===== config.mk =====
export PLATFORM = sky130hd
export DESIGN_NAME = hb_cmd_seq
export DESIGN_NICKNAME = d
export VERILOG_FILES = /design/src/rtl/hb_seq_pkg.sv /design/src/rtl/hb_ca_builder.sv /design/src/rtl/hb_phase_counter.sv /design/src/rtl/hb_cmd_seq.sv
export SDC_FILE = /design/constraint.sdc
export NUM_CORES = 1
export LEC_CHECK = 0
export BUFFER_PORTS_ARGS = -buffer_cell sky130_fd_sc_hd__buf_2
export CAP_MARGIN = 20
export CORE_ASPECT_RATIO = 0.7
export CORE_MARGIN = 4
export CORE_UTILIZATION = 35
export DETAILED_ROUTE_END_ITERATION = 12
export SETUP_SLACK_MARGIN = 0.1
export SYNTH_ARGS = -nofsm -noshare
export SYNTH_HDL_FRONTEND = slang
export SYNTH_SLANG_ARGS = --single-unit

===== constraint.sdc =====
create_clock -name clk -period 3.8 [get_ports clk]
set_clock_uncertainty 0.2 [all_clocks]
set_input_delay 0.76 -clock clk [delete_from_list [all_inputs] [get_ports clk]]
set_output_delay 0.76 -clock clk [all_outputs]
set_load 0.02 [all_outputs]

===== src/rtl/hb_seq_pkg.sv =====
package hb_seq_pkg;

    typedef enum logic [2:0] {
        ST_IDLE,
        ST_SETUP,
        ST_CA,
        ST_LAT,
        ST_DATA,
        ST_HOLD
    } hb_state_e;

    localparam int CA_W     = 48;
    localparam int CA_BEATS = 3;

    typedef struct packed {
        logic        rd;
        logic        reg_sp;
        logic        size32;
        logic [31:0] wdata;
    } hb_req_t;

endpackage


===== src/rtl/hb_ca_builder.sv =====
module hb_ca_builder
    import hb_seq_pkg::*;
#(
    parameter int ADDR_W = 32
) (
    input  logic                     rd,
    input  logic                     reg_sp,
    input  logic [ADDR_W-1:0]        addr,
    output logic [CA_BEATS-1:0][15:0] beats
);
    logic [31:0]     addr_ext;
    logic [CA_W-1:0] ca;

    always_comb begin
        addr_ext               = '0;
        addr_ext[ADDR_W-1:0]   = addr;
        ca                     = '0;
        ca[47]                 = rd;
        ca[46]                 = reg_sp;
        ca[45]                 = 1'b1;
        ca[44:16]              = addr_ext[31:3];
        ca[2:0]                = addr_ext[2:0];
    end

    for (genvar b = 0; b < CA_BEATS; b++) begin : g_beat
        assign beats[b] = ca[CA_W-1-16*b -: 16];
    end

endmodule


===== src/rtl/hb_phase_counter.sv =====
module hb_phase_counter #(
    parameter int W = 8
) (
    input  logic         clk,
    input  logic         rst_n,
    input  logic         load,
    input  logic [W-1:0] load_val,
    output logic [W-1:0] cnt,
    output logic         last
);
    always_ff @(posedge clk or negedge rst_n) begin
        if (!rst_n) begin
            cnt <= '0;
        end else if (load) begin
            cnt <= load_val;
        end else if (cnt != '0) begin
            cnt <= cnt - 1'b1;
        end
    end

    assign last = (cnt == '0);

endmodule


===== src/rtl/hb_cmd_seq.sv =====
module hb_cmd_seq
    import hb_seq_pkg::*;
#(
    parameter int ADDR_W  = 32,
    parameter int LAT_W   = 4,
    parameter int BURST_W = 8
) (
    input  logic               clk,
    input  logic               rst_n,
    input  logic               req_valid,
    input  logic               req_read,
    input  logic               req_reg,
    input  logic               req_size32,
    input  logic [ADDR_W-1:0]  req_addr,
    input  logic [31:0]        req_wdata,
    input  logic               cfg_wbuf,
    input  logic [LAT_W-1:0]   cfg_latency,
    input  logic [BURST_W-1:0] cfg_burst,
    output logic               busy,
    output logic               done,
    output logic               err,
    output logic               bus_cs_n,
    output logic               bus_oe,
    output logic [7:0]         bus_dq_rise,
    output logic [7:0]         bus_dq_fall,
    input  logic [7:0]         bus_din_rise,
    input  logic [7:0]         bus_din_fall,
    output logic               rd_valid,
    output logic [15:0]        rd_data
);
    localparam int CNT_W = (LAT_W > BURST_W) ? ((LAT_W > 2) ? LAT_W : 2)
                                             : ((BURST_W > 2) ? BURST_W : 2);
    localparam logic [1:0] LAST_BEAT = 2'(CA_BEATS - 1);

    hb_state_e          state, nxt;
    hb_req_t            rq;
    logic [ADDR_W-1:0]  addr_q;
    logic [LAT_W-1:0]   lat_q;
    logic [BURST_W-1:0] burst_q;

    logic               accept, reject;
    logic               cnt_load;
    logic [CNT_W-1:0]   cnt_val, cnt;
    logic               cnt_last;
    logic               skip_lat;
    logic [CNT_W-1:0]   data_last;
    logic [CA_BEATS-1:0][15:0] ca_beats;
    logic [1:0]         beat_idx;
    logic [15:0]        wr_word;

    assign reject = (state == ST_IDLE) && req_valid && cfg_wbuf && req_size32;
    assign accept = (state == ST_IDLE) && req_valid && !reject;

    // Request capture and rejection pulse
    always_ff @(posedge clk or negedge rst_n) begin
        if (!rst_n) begin
            rq      <= '0;
            addr_q  <= '0;
            lat_q   <= '0;
            burst_q <= '0;
            err     <= 1'b0;
        end else begin
            err <= reject;
            if (accept) begin
                rq.rd     <= req_read;
                rq.reg_sp <= req_reg;
                rq.size32 <= req_size32;
                rq.wdata  <= req_wdata;
                addr_q    <= req_addr;
                lat_q     <= cfg_latency;
                burst_q   <= cfg_burst;
            end
        end
    end

    hb_ca_builder #(.ADDR_W(ADDR_W)) u_ca (
        .rd     (rq.rd),
        .reg_sp (rq.reg_sp),
        .addr   (addr_q),
        .beats  (ca_beats)
    );

    hb_phase_counter #(.W(CNT_W)) u_cnt (
        .clk      (clk),
        .rst_n    (rst_n),
        .load     (cnt_load),
        .load_val (cnt_val),
        .cnt      (cnt),
        .last     (cnt_last)
    );

    assign skip_lat = (rq.reg_sp && !rq.rd) || (lat_q <= LAT_W'(1));

    always_comb begin
        if (rq.rd) begin
            data_last = (burst_q == '0) ? '0 : CNT_W'(burst_q) - 1'b1;
        end else begin
            data_last = rq.size32 ? CNT_W'(1) : '0;
        end
    end

    // State register
    always_ff @(posedge clk or negedge rst_n) begin
        if (!rst_n) state <= ST_IDLE;
        else        state <= nxt;
    end

    // Next state and counter loading
    always_comb begin
        nxt      = state;
        cnt_load = 1'b0;
        cnt_val  = '0;
        unique case (state)
            ST_IDLE: begin
                if (accept) nxt = ST_SETUP;
            end
            ST_SETUP: begin
                nxt      = ST_CA;
                cnt_load = 1'b1;
                cnt_val  = CNT_W'(CA_BEATS - 1);
            end
            ST_CA: begin
                if (cnt_last) begin
                    cnt_load = 1'b1;
                    if (skip_lat) begin
                        nxt     = ST_DATA;
                        cnt_val = data_last;
                    end else begin
                        nxt     = ST_LAT;
                        cnt_val = CNT_W'(lat_q) - CNT_W'(2);
                    end
                end
            end
            ST_LAT: begin
                if (cnt_last) begin
                    nxt      = ST_DATA;
                    cnt_load = 1'b1;
                    cnt_val  = data_last;
                end
            end
            ST_DATA: begin
                if (cnt_last) nxt = ST_HOLD;
            end
            ST_HOLD: begin
                nxt = ST_IDLE;
            end
            default: nxt = ST_IDLE;
        endcase
    end

    assign beat_idx = LAST_BEAT - cnt[1:0];
    assign wr_word  = (rq.size32 && cnt == CNT_W'(1)) ? rq.wdata[31:16] : rq.wdata[15:0];

    // Outputs
    always_comb begin
        busy        = 1'b1;
        done        = 1'b0;
        bus_cs_n    = 1'b0;
        bus_oe      = 1'b0;
        bus_dq_rise = '0;
        bus_dq_fall = '0;
        rd_valid    = 1'b0;
        rd_data     = '0;
        unique case (state)
            ST_IDLE: begin
                busy     = 1'b0;
                bus_cs_n = 1'b1;
            end
            ST_SETUP, ST_LAT: begin
            end
            ST_CA: begin
                bus_oe      = 1'b1;
                bus_dq_rise = ca_beats[beat_idx][15:8];
                bus_dq_fall = ca_beats[beat_idx][7:0];
            end
            ST_DATA: begin
                if (rq.rd) begin
                    rd_valid = 1'b1;
                    rd_data  = {bus_din_rise, bus_din_fall};
                end else begin
                    bus_oe      = 1'b1;
                    bus_dq_rise = wr_word[15:8];
                    bus_dq_fall = wr_word[7:0];
                end
            end
            ST_HOLD: begin
                done = 1'b1;
            end
            default: begin
                busy     = 1'b0;
                bus_cs_n = 1'b1;
            end
        endcase
    end

endmodule


==> impl_metrics.py <==
metrics = {
    "sta": {
        "post-route-min-period_ns": 3.41,
        "rsz0062_at_grt": "false",
        "setup_viol": 0,
        "timing.hold.ws_ns": 0.291,
        "max_freq_mhz": 293,
        "tns_ns": 0,
        "drv_slew": 0,
        "fin_ws_ns": 0.386,
        "max_slew.worst_pin.slew_ns": 1.01,
        "hold_viol": 0,
        "finalCritPeriodShare": 0.899,
        "maxSlewHeadroom": 0.328,
    },
    "status": {
        "status": "finished, final reports clean",
    },
    "die": {
        "coreArea_um2": 12600,
        "die_w_um": 144,
        "io_pins": 137,
        "start_util": 0.362,
        "die_h_um": 104,
        "die_area_um2": 14900,
        "rows": 34,
    },
    "placed_design": {
        "placed_area_um2": 5420,
        "portBuffers": 136,
        "place_ws_ns": 0.710,
        "gp_congestion": 0.862,
        "hpwlAfterDp_um": 8560,
        "placed_cells": 663,
    },
    "setup_path": {
        "rrSetupSlack_ns": 1.25,
        "worst-path-max-fanout": 16,
        "critical_path_class": "flip-flop to primary output",
        "cp-start-kind": "flip-flop",
        "reg2reg_to": "u_cnt.cnt[1]$_DFFE_PN0P_",
        "crit_family": "simple AND/OR/NAND/NOR gates",
        "r2r_cells": 6,
        "end_kind": "primary output",
        "critPathBufInv": 2,
        "slowest_stage": "nor4_2",
        "cp.arrival_ns": 2.45,
        "cpPeakStageDelay_ns": 0.67,
        "timing.rr.start": "u_cnt.cnt[0]$_DFFE_PN0P_",
        "worstPathRequired_ns": 2.84,
        "cp_cell_sequence": "nor4_2 -> nand4_2 -> buf_4 -> mux2i_1 -> o22ai_1 -> buf_2",
    },
    "clocking": {
        "cts_resized": 0,
        "clk_pin_slew_ns": 0.07,
        "root_buffer": "clkbuf_16",
        "h-tree-depth": 3,
        "clk_latency_ns": 0.33,
        "cts_sinks": 91,
        "numCtsBuffers": 9,
        "clockBufferDepth": 2,
        "cts_setup_buffers": 0,
        "hold_buffers": 0,
        "cts_tree": "done",
    },
    "finish": {
        "n_antenna_cell": 0,
        "post-route-util": 0.459,
        "final_cell_count_no_fill": 679,
        "drive_gt1_frac": 0.472,
        "syn2layout_area_growth_pct": 26.6,
        "nets": 616,
        "design_area_um2": 5780,
    },
    "synthesis": {
        "ys_seq_area_frac": 0.499,
        "synth-main-ff-cell": "dfrtp_1",
        "yosys_warnings": 0,
        "synth.most_common_cell": "dfrtp_1",
        "ys_types": 45,
        "async_flop_share": 1.00,
        "synth.net_count": 483,
        "yosys.area.top_type": "dfrtp_1",
        "ys_ff_latch": 91,
        "ys_top_cells_by_count": "91 x dfrtp_1, 78 x mux2_2, 31 x mux2i_1, 16 x and2_1, 16 x o22ai_1",
        "synth_edf_count": 0,
        "syn_area_um2": 4560,
        "synth_area_leaders": "dfrtp_1 50%, mux2_2 19%, mux2i_1 6.8%, and2_1 2.2%, o22ai_1 2.2%",
        "netlist_instances": 379,
        "avgSynthCellArea_um2": 12.0,
        "synth_top_area_frac": 0.499,
    },
    "power": {
        "power_density_nw_per_um2": 836,
        "power.leakage_nw": 2.84,
        "finalPower_mw": 4.83,
        "clkPwrFrac": 0.219,
        "p_int_mw": 3.04,
        "pwr-share-comb": 0.407,
        "irDropWorstVdd_mv": 0.338,
        "swShare": 0.370,
        "pwr-share-seq": 0.375,
        "p_sw_mw": 1.79,
    },
    "drt": {
        "dr.pass1.iters": 4,
        "drc": 0,
        "wl_per_cell_um": 16.8,
        "vias": 3542,
        "ant_nets": 0,
        "drt-initial-drc-count": 252,
        "via_per_inst": 5.22,
        "routed_wirelength_um": 11400,
    },
    "global_route": {
        "grt_pass1_vias": 3605,
        "antenna_found_initial": 3,
        "grt_max_degree": 80,
        "grt_usage": 0.152,
        "grt_first_pass_wirelength_um": 18100,
        "grt_remaining_overflow": 0,
    },
    "run": {
        "maxCapViolCount": 0,
    },
    "min_path": {
        "hold_class": "input pin to asynchronous set/reset pin",
    },
}
==> layout by cell type (no fill, tap or decap), drive strengths merged, types with 2 or more instances in the layout <==
cell type,synthesis,routed
a22o,2,2
o31ai,2,2
o311a,2,2
o211ai,3,3
o21ai,9,9
a21oi,13,13
buf,10,142
or3,4,4
nor4,4,4
o21a,4,4
nor2b,3,3
mux2i,31,31
nand3,4,4
a211oi,2,2
nand2,5,5
clkbuf,10,9
or3b,2,2
ha,5,5
xnor2,2,2
nor3b,5,5
or4,4,4
bufinv,0,3
o22ai,16,16
inv,10,14
a211o,2,2
nand2b,3,3
mux2,78,78
a31oi,5,5
dfrtp,91,91
nor2,13,13
and2,16,16
nor3,8,8
==> logic make-up (layout without fill, tap and decap cells) <==
kind of cell	after synthesis	after routing	synth area share
buffers and inverters	30	168	0.0266
adder cells (fa/ha/maj)	5	5	0.0137
XOR/XNOR	3	3	0.00576
flip-flops	91	91	0.499
AND/OR/NAND/NOR	72	72	0.0927
AO/OA/AOI/OAI	69	69	0.101
multiplexers	109	109	0.261
==> state kept, by name, indices dropped and copies added, names as in the netlist <==
signal and cells:
rq 35, err 1, state 3, burst_q 8
lat_q 4, addr_q 32, u_cnt.cnt 8
==> power groups by stage <==
stage | clock network (mW) | logic [mW] | registers [mW]
6_report | 1.06 | 1.96 | 1.81
5_1_grt | 1.12 | 2.18 | 1.88
4_1_cts | 1.08 | 1.99 | 1.81
3_5_place_dp | 0 | 1.98 | 1.83
3_3_place_gp | 0 | 1.95 | 1.81
2_1_floorplan | 0 | 1.49 | 1.69
==> layer usage <==
layer | share of wire | global-route usage | up-vias
li1 | - | - | 1661
met1 | 0.43 | 0.200 | 1730
met2 | 0.46 | 0.235 | 131
met3 | 0.098 | 0.0631 | 14
met4 | 0.0075 | 0.0320 | 6
met5 | 0.0025 | 0 | -
==> cell type report <==
type                            count  area [um^2]
Clock buffer                        9          225
Clock inverter                      7          130
Fill cell                        1187         6820
Inverter                           10         37.5
Multi-Input combinational cell    258         2170
Sequential cell                    91         2280
Tap cell                          162          203
Timing Repair Buffer              142          728
==> worst max path at each step <==
stage | start | endpoint | slack, ns | depth (start not counted)
after floorplan | u_cnt.cnt[0]$_DFFE_PN0P_ | bus_dq_fall[3] | 0.69 | 7
after global placement | u_cnt.cnt[0]$_DFFE_PN0P_ | bus_dq_rise[5] | 0.78 | 5
after detailed placement | u_cnt.cnt[0]$_DFFE_PN0P_ | bus_dq_rise[5] | 0.71 | 5
after CTS | u_cnt.cnt[0]$_DFFE_PN0P_ | bus_dq_rise[5] | 0.35 | 5
after global routing | u_cnt.cnt[0]$_DFFE_PN0P_ | bus_dq_rise[5] | 0.16 | 5
final | u_cnt.cnt[6]$_DFFE_PN0P_ | bus_dq_rise[5] | 0.39 | 6
Note: power is estimated with default switching activity, not from simulation.
